[src/rtl/ptmr_pkg.sv]
package ptmr_pkg;
    localparam int unsigned BIT_IE = 8;
    localparam int unsigned BIT_EN = 5;
    localparam int unsigned BIT_OS = 4;
    localparam int unsigned BIT_FLAG = 0;

    typedef enum logic [1:0] {
        REG_CTRL = 2'd0,
        REG_STAT = 2'd1,
        REG_LOAD = 2'd2,
        REG_CNT  = 2'd3
    } reg_sel_e;
endpackage

[src/rtl/ptmr_prescale.sv]
module ptmr_prescale #(
    parameter int CODE_W   = 4,
    parameter int MAX_CODE = 8
) (
    input  logic              clk,
    input  logic              rst_n,
    input  logic              run_i,
    input  logic              clr_i,
    input  logic [CODE_W-1:0] code_i,
    output logic              tick_o
);
    localparam int PW = (MAX_CODE > 0) ? MAX_CODE : 1;

    typedef struct packed {
        logic [PW-1:0] pcnt;
    } pre_state_t;

    pre_state_t    st_d, st_q;
    logic [CODE_W-1:0] eff_code;
    logic [PW-1:0]     mask;

    always_comb begin
        eff_code = (code_i > CODE_W'(MAX_CODE)) ? CODE_W'(MAX_CODE) : code_i;
        for (int i = 0; i < PW; i++) begin
            mask[i] = (i < int'(eff_code));
        end
        tick_o = run_i && ((st_q.pcnt & mask) == mask);
        st_d = st_q;
        if (clr_i) begin
            st_d.pcnt = '0;
        end else if (run_i) begin
            st_d.pcnt = st_q.pcnt + 1'b1;
        end
    end

    always_ff @(posedge clk or negedge rst_n) begin
        if (!rst_n) begin
            st_q <= '0;
        end else begin
            st_q <= st_d;
        end
    end

    // with a divider above one, two ticks never come back to back
    p_tick_spacing_r3: assert property (@(posedge clk) disable iff (!rst_n)
        (tick_o && (mask != '0)) |=> (!tick_o || (code_i != $past(code_i))));
endmodule

[src/rtl/ptmr_channel.sv]
module ptmr_channel
    import ptmr_pkg::*;
#(
    parameter int DATA_W   = 16,
    parameter int CODE_W   = 4,
    parameter int MAX_CODE = 8
) (
    input  logic              clk,
    input  logic              rst_n,
    input  logic              wr_ctrl_i,
    input  logic              wr_stat_i,
    input  logic              wr_load_i,
    input  logic [DATA_W-1:0] wdata_i,
    output logic [DATA_W-1:0] ctrl_o,
    output logic [DATA_W-1:0] stat_o,
    output logic [DATA_W-1:0] load_o,
    output logic [DATA_W-1:0] cnt_o,
    output logic              irq_o
);
    typedef struct packed {
        logic              ie;
        logic              en;
        logic              os;
        logic [CODE_W-1:0] code;
        logic [DATA_W-1:0] load;
        logic [DATA_W-1:0] cnt;
        logic              flag;
    } ch_state_t;

    ch_state_t         st_d, st_q;
    logic              start;
    logic              tick;
    logic              expire;
    logic [DATA_W-1:0] start_val;

    ptmr_prescale #(
        .CODE_W   (CODE_W),
        .MAX_CODE (MAX_CODE)
    ) u_pre (
        .clk    (clk),
        .rst_n  (rst_n),
        .run_i  (st_q.en),
        .clr_i  (start),
        .code_i (st_q.code),
        .tick_o (tick)
    );

    always_comb begin
        start     = (wr_ctrl_i && wdata_i[BIT_EN] && !st_q.en)
                 || (wr_load_i && st_q.en);
        start_val = wr_load_i ? wdata_i : st_q.load;
        expire    = tick && !start && (st_q.cnt == '0);

        st_d = st_q;
        if (wr_ctrl_i) begin
            st_d.ie   = wdata_i[BIT_IE];
            st_d.en   = wdata_i[BIT_EN];
            st_d.os   = wdata_i[BIT_OS];
            st_d.code = wdata_i[CODE_W-1:0];
        end
        if (wr_load_i) begin
            st_d.load = wdata_i;
        end
        if (start) begin
            st_d.cnt = start_val;
        end else if (tick) begin
            if (st_q.cnt == '0) begin
                if (st_q.os) begin
                    st_d.en = 1'b0;
                end else begin
                    st_d.cnt = st_q.load;
                end
            end else begin
                st_d.cnt = st_q.cnt - 1'b1;
            end
        end
        if (wr_stat_i && wdata_i[BIT_FLAG]) begin
            st_d.flag = 1'b0;
        end
        if (expire) begin
            st_d.flag = 1'b1;
        end
    end

    always_ff @(posedge clk or negedge rst_n) begin
        if (!rst_n) begin
            st_q <= '0;
        end else begin
            st_q <= st_d;
        end
    end

    always_comb begin
        ctrl_o                 = '0;
        ctrl_o[BIT_IE]         = st_q.ie;
        ctrl_o[BIT_EN]         = st_q.en;
        ctrl_o[BIT_OS]         = st_q.os;
        ctrl_o[CODE_W-1:0]     = st_q.code;
        stat_o                 = '0;
        stat_o[BIT_FLAG]       = st_q.flag;
        load_o                 = st_q.load;
        cnt_o                  = st_q.cnt;
        irq_o                  = st_q.flag && st_q.ie;
    end

    // a stopped channel keeps its count when nothing is written
    p_hold_when_off_r4: assert property (@(posedge clk) disable iff (!rst_n)
        (!st_q.en && !wr_ctrl_i && !wr_load_i) |=> $stable(st_q.cnt));

    // a tick above zero takes exactly one off the count
    p_step_down_r4: assert property (@(posedge clk) disable iff (!rst_n)
        (tick && st_q.cnt != '0 && !wr_ctrl_i && !wr_load_i)
        |=> (st_q.cnt == $past(st_q.cnt) - 1'b1));

    // a tick at zero leaves the flag raised
    p_flag_on_expiry_r5: assert property (@(posedge clk) disable iff (!rst_n)
        (tick && st_q.cnt == '0 && !wr_ctrl_i && !wr_load_i) |=> st_q.flag);

    // reload mode restores the start value after an expiry
    p_reload_r6: assert property (@(posedge clk) disable iff (!rst_n)
        (tick && st_q.cnt == '0 && !st_q.os && !wr_ctrl_i && !wr_load_i)
        |=> (st_q.cnt == $past(st_q.load)));

    // single-shot mode stops itself at expiry
    p_oneshot_stop_r7: assert property (@(posedge clk) disable iff (!rst_n)
        (tick && st_q.cnt == '0 && st_q.os && !wr_ctrl_i && !wr_load_i)
        |=> (!st_q.en && st_q.cnt == '0));
endmodule

[src/rtl/dual_prescaled_timer.sv]
module dual_prescaled_timer
    import ptmr_pkg::*;
#(
    parameter int NUM_CH   = 2,
    parameter int ADDR_W   = 10,
    parameter int DATA_W   = 16,
    parameter int CODE_W   = 4,
    parameter int MAX_CODE = 8
) (
    input  logic              clk,
    input  logic              rst_n,
    input  logic              bus_wr,
    input  logic [ADDR_W-1:0] bus_addr,
    input  logic [DATA_W-1:0] bus_wdata,
    output logic [DATA_W-1:0] bus_rdata,
    output logic [NUM_CH-1:0] irq
);
    localparam int STRIDE_LSB = 7;
    localparam int BLK_W      = ADDR_W - STRIDE_LSB;

    logic [BLK_W-1:0]  blk;
    logic              reg_ok;
    reg_sel_e          sel;
    logic [NUM_CH-1:0] hit;
    logic [DATA_W-1:0] ctrl_rd [NUM_CH];
    logic [DATA_W-1:0] stat_rd [NUM_CH];
    logic [DATA_W-1:0] load_rd [NUM_CH];
    logic [DATA_W-1:0] cnt_rd  [NUM_CH];

    always_comb begin
        blk    = bus_addr[ADDR_W-1:STRIDE_LSB];
        reg_ok = (bus_addr[STRIDE_LSB-1:4] == '0) && (bus_addr[1:0] == 2'b00);
        sel    = reg_sel_e'(bus_addr[3:2]);
    end

    for (genvar ch = 0; ch < NUM_CH; ch++) begin : g_ch
        assign hit[ch] = reg_ok && (blk == BLK_W'(ch + 1));

        ptmr_channel #(
            .DATA_W   (DATA_W),
            .CODE_W   (CODE_W),
            .MAX_CODE (MAX_CODE)
        ) u_chan (
            .clk       (clk),
            .rst_n     (rst_n),
            .wr_ctrl_i (bus_wr && hit[ch] && sel == REG_CTRL),
            .wr_stat_i (bus_wr && hit[ch] && sel == REG_STAT),
            .wr_load_i (bus_wr && hit[ch] && sel == REG_LOAD),
            .wdata_i   (bus_wdata),
            .ctrl_o    (ctrl_rd[ch]),
            .stat_o    (stat_rd[ch]),
            .load_o    (load_rd[ch]),
            .cnt_o     (cnt_rd[ch]),
            .irq_o     (irq[ch])
        );
    end

    always_comb begin
        bus_rdata = '0;
        for (int ch = 0; ch < NUM_CH; ch++) begin
            if (hit[ch]) begin
                case (sel)
                    REG_CTRL: bus_rdata = ctrl_rd[ch];
                    REG_STAT: bus_rdata = stat_rd[ch];
                    REG_LOAD: bus_rdata = load_rd[ch];
                    default:  bus_rdata = cnt_rd[ch];
                endcase
            end
        end
    end

    // offsets outside every channel window read back as zero
    p_unmapped_zero_r1: assert property (@(posedge clk) disable iff (!rst_n)
        (hit == '0) |-> (bus_rdata == '0));
endmodule

[config.mk]
export PLATFORM = sky130hd
export DESIGN_NAME = dual_prescaled_timer
export DESIGN_NICKNAME = d
export VERILOG_FILES = /design/src/rtl/ptmr_pkg.sv /design/src/rtl/ptmr_prescale.sv /design/src/rtl/ptmr_channel.sv /design/src/rtl/dual_prescaled_timer.sv
export SDC_FILE = /design/constraint.sdc
export NUM_CORES = 1
export LEC_CHECK = 0
export BUFFER_PORTS_ARGS = -buffer_cell sky130_fd_sc_hd__buf_2
export CORE_ASPECT_RATIO = 1.2
export CORE_UTILIZATION = 53
export CTS_CLUSTER_DIAMETER = 150
export CTS_CLUSTER_SIZE = 8
export DETAILED_ROUTE_END_ITERATION = 8
export PLACE_DENSITY = 0.71
export SYNTH_ARGS = -nofsm -noshare
export SYNTH_HDL_FRONTEND = slang
export SYNTH_HIERARCHICAL = 1
export SYNTH_SLANG_ARGS = --single-unit
[constraint.sdc]
create_clock -name clk -period 3.15 [get_ports clk]
set_input_delay 0.315 -clock clk [delete_from_list [all_inputs] [get_ports clk]]
set_output_delay 0.315 -clock clk [all_outputs]
set_load 0.005 [all_outputs]
After elaboration in Yosys (flattened, before gate mapping). Cells that the tools add are included.

Equal/unequal tests: 8. Add/sub/neg operators: 4. Mux-type cells: 34. Magnitude comparators: 18. Reductions and logical operators: 46. Bitwise logic cells: 2.

Operators by type and width (number): two-way mux 16 bit (12); one-hot mux 16 bit (3 select lines) (2); logical NOT 16 bit (2); less-than comparator 3 x 4 -> 1 bit (first input constant) (8); two-way mux 8 bit (4); subtractor 16 x 1 -> 16 bit (second input constant) (2); logical AND 1 bit (27); adder 8 x 1 -> 8 bit (second input constant) (2); bitwise AND 8 bit (2); equality test 8 bit (2); less-than comparator 1 x 4 -> 1 bit (first input constant) (4); less-than comparator 2 x 4 -> 1 bit (first input constant) (4); two-way mux 1 bit (12); two-way mux 6 bit (2); nonzero test 2 bit (6); greater-than comparator 4 bit (second input constant) (2); two-way mux 4 bit (2); != test 3 bit (second input constant) (2); logical NOT 1 bit (4); logical NOT 2 bit (2); AND reduction 2 bit (2); equality test 3 x 1 -> 1 bit (second input constant) (1); equality test 3 x 2 -> 1 bit (second input constant) (1); logical NOT 3 bit (1); 3 further kinds (4).

Logic and storage cells: 128. Register bits: 96. Input port bits: 29. Output and inout port bits: 18.

Logic depth before layout (Yosys ltp). Gate-level depths: netlist (run 1).

Word-level depth: 12. Mapped depth: 13. Gate-level depth less buffers: 9.

Hierarchy. Netlist (run 1), hierarchy kept.

Modules (own cells, without submodules): ptmr_channel (times used 2, sequential area each 1001.0 um2, area each 2492.4 um2, cells each 250); dual_prescaled_timer (times used 1, sequential area each 0.0 um2, area each 1133.6 um2, cells each 92); ptmr_prescale (times used 2, sequential area each 200.2 um2, area each 481.7 um2, cells each 52).

Worst setup path after synthesis (run 1). OpenSTA, ideal clock, no wires.

Kind: input port to flip-flop. From: in bus_addr[6]. To: reg g_ch[0].u_chan/u_pre/st_q[7] in the netlist's numbering. Path buffers: 4. Library setup time: 77 ps. Arrival time: 3080 ps. Path slack: -8 ps. Stages on the path: 13. Path through: nor4_1 -> nand2_1 -> clkbuf_1 -> nor4_1 -> clkbuf_1 -> and3b_1 -> nor2_2 -> inv_1 -> clkbuf_1 -> buf_4 -> o21ai_0 -> or4_1 -> a21oi_1.

Cells in the longest elaborated chain, start to end: 9. Elaborated cells on any way between the ends: 12. Classes of those cells: mux (1); reduce/logical (11).

RTL lines: start, declared (RTL line dual_prescaled_timer.sv:13) `input logic [ADDR_W-1:0] bus_addr,`; logical NOT 3 bit * (RTL line dual_prescaled_timer.sv:32) `reg_ok = (bus_addr[STRIDE_LSB-1:4] == '0) && (bus_addr[1:0] == 2'b00);`; logical AND 1 bit * (RTL line dual_prescaled_timer.sv:32); logical AND 1 bit * (RTL line dual_prescaled_timer.sv:37) `assign hit[ch] = reg_ok && (blk == BLK_W'(ch + 1));`; logical AND 1 bit * (RTL line dual_prescaled_timer.sv:46, dual_prescaled_timer.sv:48); logical AND 1 bit (RTL line dual_prescaled_timer.sv:46) `.wr_ctrl_i (bus_wr && hit[ch] && sel == REG_CTRL),`; logical AND 1 bit (2 in series) (RTL line ptmr_channel.sv:49) `start = (wr_ctrl_i && wdata_i[BIT_EN] && !st_q.en)`; logical OR 1 bit * (RTL line ptmr_channel.sv:50) `|| (wr_load_i && st_q.en);`; via g_ch[0].u_chan.start (RTL line ptmr_channel.sv:31) `logic start;`; two-way mux 8 bit or nonzero test 2 bit (tied branches); end signal, assigned (RTL line ptmr_prescale.sv:40) `st_q <= st_d;`; end, declared (RTL line ptmr_prescale.sv:18) `pre_state_t st_d, st_q;`.

Mark *: on every way through the listed nets, which the timed path passes. The rest lies on a longest branch. A chain may end at the register's enable or synchronous reset.

Worst setup path after layout (run 1).
From: reg g_ch[1].u_chan.st_q (netlist bit g_ch[1].u_chan/ctrl_o[2]). To: reg g_ch[1].u_chan.st_q (netlist bit g_ch[1].u_chan/cnt_o[10]).

Cells in the longest elaborated chain, start to end: 8. Elaborated cells on any way between the ends: 15. Classes of those cells: order compare (9); eq/ne (1); mux (1); bitwise (1); reduce/logical (3).

RTL lines: start, declared (RTL line ptmr_channel.sv:30) `ch_state_t st_d, st_q;`; start signal, assigned (RTL line ptmr_channel.sv:89) `st_q <= st_d;`; greater-than comparator 4 bit (RTL line ptmr_prescale.sv:23) `eff_code = (code_i > CODE_W'(MAX_CODE)) ? CODE_W'(MAX_CODE) : code_i;`; two-way mux 4 bit * (RTL line ptmr_prescale.sv:23); less-than comparator 1 x 4 -> 1 bit (tied with other cells) (RTL line ptmr_prescale.sv:25) `mask[i] = (i < int'(eff_code));`; bitwise AND 8 bit (RTL line ptmr_prescale.sv:27) `tick_o = run_i && ((st_q.pcnt & mask) == mask);`; equality test 8 bit * (RTL line ptmr_prescale.sv:27); logical AND 1 bit * (RTL line ptmr_prescale.sv:27); via g_ch[1].u_chan.tick (RTL line ptmr_channel.sv:32) `logic tick;`; nonzero test 2 bit (no line) *; AND reduction 2 bit (no line) *.

Marked as above.

==> flow_metrics.tcl, run 1 <==
set metrics [dict create \
    slew_viol_final 0 \
    synth_seq_cells 96 \
    ios 47 \
    hp-class "primary input to flip-flop" \
    insertion_delay_ns 0.35 \
    yosysSeqAreaShare_pct 33.9 \
    io_buffers 46 \
    antenna_found_initial 0 \
    post_cts_resized 0 \
    cp_num_buf_inv 3 \
    cp_data_arrival_time_ns 3.14 \
    fin_worst_skew_ns 0.00898 \
    rsz0062_at_grt "false" \
    critical_path_class "flip-flop to flip-flop" \
    drive_above_1_share_pct 24.5 \
    ctsHoldBuffers 1 \
    grt_first_pass_wirelength_um 31100 \
    max_freq_ghz 0.346 \
    gp_congestion 0.928 \
    viasPerCell 6.64 \
    core-area_mm2 0.0128 \
    setup_viol 0 \
    drcViolationCount 0 \
    synth_edf_count 0 \
    routedWlPerCell_um 21.7 \
    hold_violations 0 \
    n_antenna_cell 0 \
    cp_common_cell "buf_4" \
    dieWidth_um 108 \
    synth_ff_type "dfrtp_1" \
    outcome "finished clean" \
    clk_pin_slew_ns 0.07 \
    avgSynthCellArea_um2 10.2 \
    vias 5973 \
    cts_sinks 96 \
    fin_ws_ns 0.262 \
    synth.most_common_cell "dfrtp_1" \
    p_leak_nw 3.23 \
    hold-worst-slack_ns 0.274 \
    placed_cells 883 \
    area_delta_synth_final_pct 6.73 \
    post_cts_buffers 0 \
    cp_slowest_stage_delay_ns 0.56 \
    synth_cell_types 71 \
    htree_num_levels 3 \
    routed_wl_um 19500 \
    start_util_pct 55.2 \
    path_cells "nor2b_1, o211a_1, a2111oi_0, buf_4, inv_1, nor3_1, buf_4, nand2_1, o31ai_1" \
    fin_nets 766 \
    tns_ns 0 \
    cp-end-kind "flip-flop" \
    critPathRequiredTime_ns 3.41 \
    grt_max_degree 47 \
    die_h_um 129 \
    clockRootBuffer "clkbuf_16" \
    clk_path_buf_depth 2 \
    maxSlewHeadroom_pct 24.2 \
    synthCells 696 \
    peakVddDrop_v 0.000371 \
    cp_top_family "compound AO/OA/AOI/OAI gates" \
    ys_top_cells_by_area "dfrtp_1 (34%), mux4_2 (8.0%), mux2_2 (6.7%)" \
    crit_path_top_delay_cell "nor3_1" \
    die_area_mm2 0.0138 \
    stdcell_count 899 \
    first_global_vias 5883 \
    period_needed_ns 2.89 \
    synth.largest_area_cell "dfrtp_1" \
    tightestPinTransition_ns 1.13 \
    maxCapViolCount 0 \
    crit_path_max_fanout 7 \
    stdcell_area_mm2 0.00756 \
    grt_usage_pct 29.8 \
    drtPass1Iterations 5 \
    worstSetupStartpointType "flip-flop" \
    drt_iter0_drc 577 \
    p_per_area_mw_per_mm2 444 \
    gr-total-overflow 0 \
    async_flop_share_pct 100 \
    cts_inserted_buffers 9 \
    ant_nets 0 \
    synth_top_cells_by_count "dfrtp_1 (96), buf_4 (53), nor2_1 (45)" \
    timing.final.crit_share_pct 91.7 \
    place_area_mm2 0.00726 \
    rows 45 \
    synth_top_area_share_pct 33.9 \
    place_ws_ns 0.332 \
    synth.cell_area_mm2 0.00708 \
    hpwl_um 14200 \
    cts_tree "built" \
    ys_warn_count 6 \
]
-- state kept, by name, indices dropped and copies added (netlist names) --
register	flops
g_ch.u_chan/cnt_o	32
g_ch.u_chan/load_o	32
g_ch.u_chan/u_pre/st_q	16
g_ch.u_chan/ctrl_o	14
g_ch.u_chan/stat_o	2
-- logic make-up after synthesis --
| group | after synthesis | synth area share [%] |
|---|---|---|
| and+or+nand+nor | 215 | 17.3 |
| AOI/OAI and AO/OA | 160 | 16.9 |
| buffers and inverters | 121 | 10.6 |
| DFF | 96 | 33.9 |
| muxes | 84 | 18.6 |
| xor gates and xnor gates | 12 | 1.48 |
| adders and majority gates | 6 | 1.06 |
| other | 2 | 0.106 |
-- metrics by stage --
| stage | utilization (%) | power (mW) |
|---|---|---|
| after global placement | 56.6 | 2.24 |
| final | 58.9 | 3.36 |
| after detailed placement | 56.6 | 2.27 |
| after CTS | 58.9 | 3.36 |
| after floorplan | - | 2.08 |
| after global routing | 58.9 | 3.52 |
-- metal layers --
layer | routed length [um] | track usage (%) | up-vias | share of wire [%]
met5 | 0 | 0 | - | 0
met3 | 1260 | 4.51 | 46 | 6.4
met2 | 9490 | 48.0 | 293 | 49
met1 | 8130 | 39.7 | 2945 | 42
li1 | - | - | 2689 | -
met4 | 639 | 13.6 | 0 | 3.3
-- cell usage in the layout (no fill, tap or decap), types with 7 or more instances in the layout --
cell and n:
nor4_1 15, mux2_2 42, clkbuf_16 9, a22oi_1 16, nor3_1 26, nand4_1 18
o31ai_1 14, or4_1 14, dfrtp_1 96, nand3_1 12, conb_1 48, mux2i_1 10
o211ai_1 12, o21ai_0 12, mux4_2 25, inv_1 25, nand2_1 29, a31oi_1 14
mux4_1 7, a21boi_0 8, buf_2 45, buf_4 28, nor2b_1 8, nor2_1 45
a21oi_1 24
-- where the power goes --
part	leakage [nW]	switching [mW]	internal (mW)	total, mW
combinational	1.86	0.369	0.312	0.681
sequential	1.22	0.224	1.36	1.59
clock	0.145	0.461	0.629	1.09
-- layout make-up --
type / instances / area (um2)
Clock buffer: 11 / 243
Clock inverter: 4 / 45.0
Fill cell: 1107 / 5280
Inverter: 25 / 93.8
Multi-Input combinational cell: 525 / 4120
Sequential cell: 96 / 2400
Tap cell: 164 / 205
Timing Repair Buffer: 74 / 445
-- path summary, 6_finish.rpt --
| kind | from | slack [ns] | end | cells past startpoint |
|---|---|---|---|---|
| setup / recovery | g_ch[1].u_chan/ctrl_o[2]$_DFFE_PN0P_ | 0.26 | g_ch[1].u_chan/cnt_o[10]$_DFFE_PN0P_ | 9 |
| hold / removal | bus_wdata[12] | 0.27 | g_ch[1].u_chan/load_o[12]$_DFF_PN0_ | 2 |
| setup reg to reg | g_ch[1].u_chan/ctrl_o[2]$_DFFE_PN0P_ | 0.26 | g_ch[1].u_chan/cnt_o[10]$_DFFE_PN0P_ | 9 |
| hold reg to reg | g_ch[1].u_chan/ctrl_o[8]$_DFFE_PN0P_ | 0.56 | g_ch[1].u_chan/ctrl_o[8]$_DFFE_PN0P_ | 1 |
| max in group asynchronous | rst_n | 1.78 | g_ch[0].u_chan/ctrl_o[5]$_DFF_PN0_ | 3 |
| min in group asynchronous | rst_n | 0.51 | g_ch[1].u_chan/cnt_o[10]$_DFFE_PN0P_ | 2 |
No activity file was read; power rests on OpenSTA's default activity.
==> inputs of run 2 (changes only) <==
- PLACE_DENSITY: 0.71 -> 0.69
==> run 2 against run 1 <==
  * Cell area about the same
  * Sequential power barely moved
  * Clock power is essentially flat
  * Power up 0.53%
  * Largest power group unchanged
==> flow_metrics.tcl, run 2 (synthesis results as in run 1) <==
set metrics [dict create \
    cp_slowest_stage_delay_ns 0.43 \
    cts_sinks 96 \
    p_int_mw 2.33 \
    routed_wl_um 19400 \
    maxCapViolCount 0 \
    clk_path_buf_depth 2 \
    area_delta_synth_final_pct 6.77 \
    hold_violations 0 \
    post_cts_buffers 0 \
    cts_tree "built" \
    viasPerCell 6.62 \
    core-area_mm2 0.0128 \
    insertion_delay_ns 0.34 \
    cp_top_family "compound AO/OA/AOI/OAI gates" \
    multi_input_area_mm2 0.00413 \
    total_power_mw 3.37 \
    regArea_mm2 0.00240 \
    crit_path_top_delay_cell "dfrtp_1" \
    rows 45 \
    hp-class "primary input to flip-flop" \
    cts_inserted_buffers 9 \
    final_cell_mix "dfrtp_1 (96), conb_1 (48), nor2_1 (45), buf_2 (45), mux2_2 (42)" \
    fin_worst_skew_ns 0.00769 \
    cp_common_cell "buf_4" \
    ios 47 \
    start_util_pct 55.2 \
    grt_first_pass_wirelength_um 30800 \
    n_antenna_cell 0 \
    dieWidth_um 108 \
    die_area_mm2 0.0138 \
    critical_path_class "flip-flop to flip-flop" \
    clk_pin_slew_ns 0.06 \
    pwr-share-comb_pct 20.3 \
    max_freq_ghz 0.367 \
    worstSetupStartpointType "flip-flop" \
    rsz0062_at_grt "false" \
    tightestPinTransition_ns 1.14 \
    grt_max_degree 39 \
    final_common_cell "dfrtp_1" \
    critPathRequiredTime_ns 3.39 \
    clockRootBuffer "clkbuf_16" \
    die_h_um 129 \
    period_needed_ns 2.72 \
    htree_num_levels 3 \
    slew_viol_final 0 \
    antenna_found_initial 0 \
    routedWlPerCell_um 21.6 \
    grt_usage_pct 29.2 \
    setup_viol 0 \
    swShare_pct 30.9 \
    drcViolationCount 0 \
    io_buffers 46 \
    pwr-share-seq_pct 47.0 \
    p_per_area_mw_per_mm2 446 \
    cp-end-kind "flip-flop" \
    maxSlewHeadroom_pct 24.1 \
    cp_data_arrival_time_ns 2.96 \
    gr-total-overflow 0 \
    drtPass1Iterations 5 \
    vias 5945 \
    first_global_vias 5773 \
    outcome "finished clean" \
    clkPwrFrac_pct 32.8 \
    p_leak_nw 3.22 \
    place_area_mm2 0.00725 \
    drt_iter0_drc 546 \
    timing.final.crit_share_pct 86.4 \
    fin_nets 764 \
    ant_nets 0 \
    path_cells "nor2b_1, o211a_1, a2111oi_0, buf_4, inv_1, nor3_2, buf_4, nand2_1, o31ai_1" \
    cp_num_buf_inv 3 \
    crit_path_max_fanout 11 \
    gp_congestion 0.945 \
    peakVddDrop_v 0.000334 \
    hpwl_um 14400 \
    drive_above_1_share_pct 24.4 \
    stdcell_area_mm2 0.00756 \
    tns_ns 0 \
    switchingPower_mw 1.04 \
    nFillCells 1110 \
]
run 2: changes by cell type in the layout (fill, tap and decap cells not counted):
cell      previous run  this run
buf_4               28        26
clkbuf_1             1         2
clkbuf_8             1         2
clkinv_2             3         2
nor3_1              26        25
nor3_2               2         3
run 2: repair_timing:
item	CTS	global route
hold endpoints to repair	36	0
setup endpoints to repair	0	1
hold buffers	1	0
gates resized for setup	0	1
run 2: layout make-up:
| cell class | instances | area share (%) |
|---|---|---|
| multi-input combinational | 525 | 54.6 |
| sequential | 96 | 31.8 |
| timing repair buffer | 72 | 5.69 |
| clock buffer | 13 | 3.44 |
| tap | 164 | 2.71 |
| inverter | 25 | 1.24 |
| clock inverter | 3 | 0.530 |
run 2: stage by stage:
step | setup slack (ns) | utilization, % | cells | hold slack (ns)
final | 0.428 | 58.9 | 898 | 0.270
after global routing | 0.180 | 58.9 | 898 | 0.261
after CTS | 0.308 | 58.9 | 898 | 0.262
after detailed placement | 0.321 | 56.4 | 881 | 0.312
after global placement | 0.405 | 56.4 | 881 | 0.304
after floorplan | 0.108 | - | 742 | 0.0194
run 2: final timing paths:
path | slack [ns] | end | from | cells past startpoint
worst min-delay path | 0.27 | g_ch[0].u_chan/load_o[12]$_DFF_PN0_ | bus_wdata[12] | 2
min in group asynchronous | 0.48 | g_ch[1].u_chan/cnt_o[11]$_DFFE_PN0P_ | rst_n | 2
max in group asynchronous | 1.87 | g_ch[1].u_chan/u_pre/st_q[5]$_DFFE_PN0P_ | rst_n | 3
worst max register to register | 0.43 | g_ch[1].u_chan/cnt_o[11]$_DFFE_PN0P_ | g_ch[1].u_chan/ctrl_o[2]$_DFFE_PN0P_ | 9
worst min register to register | 0.55 | g_ch[0].u_chan/cnt_o[3]$_DFFE_PN0P_ | g_ch[0].u_chan/load_o[3]$_DFF_PN0_ | 1
worst max-delay path | 0.43 | g_ch[1].u_chan/cnt_o[11]$_DFFE_PN0P_ | g_ch[1].u_chan/ctrl_o[2]$_DFFE_PN0P_ | 9
run 2: per-layer routing:
layer,share of wire [%],vias up,GRT usage (%)
li1,-,2678,-
met1,43,2986,39.9
met2,49,251,48.6
met3,5.7,30,3.29
met4,2.2,0,9.27
met5,0,-,0
run 2: power by group through the flow:
stage                     Sequential (mW)  Clock [mW]  Combinational [mW]
after floorplan                      1.53           0               0.552
after global placement               1.60           0               0.640
after detailed placement             1.60           0               0.673
after CTS                            1.58        1.12               0.679
after global routing                 1.61        1.18               0.764
final                                1.58        1.11               0.683
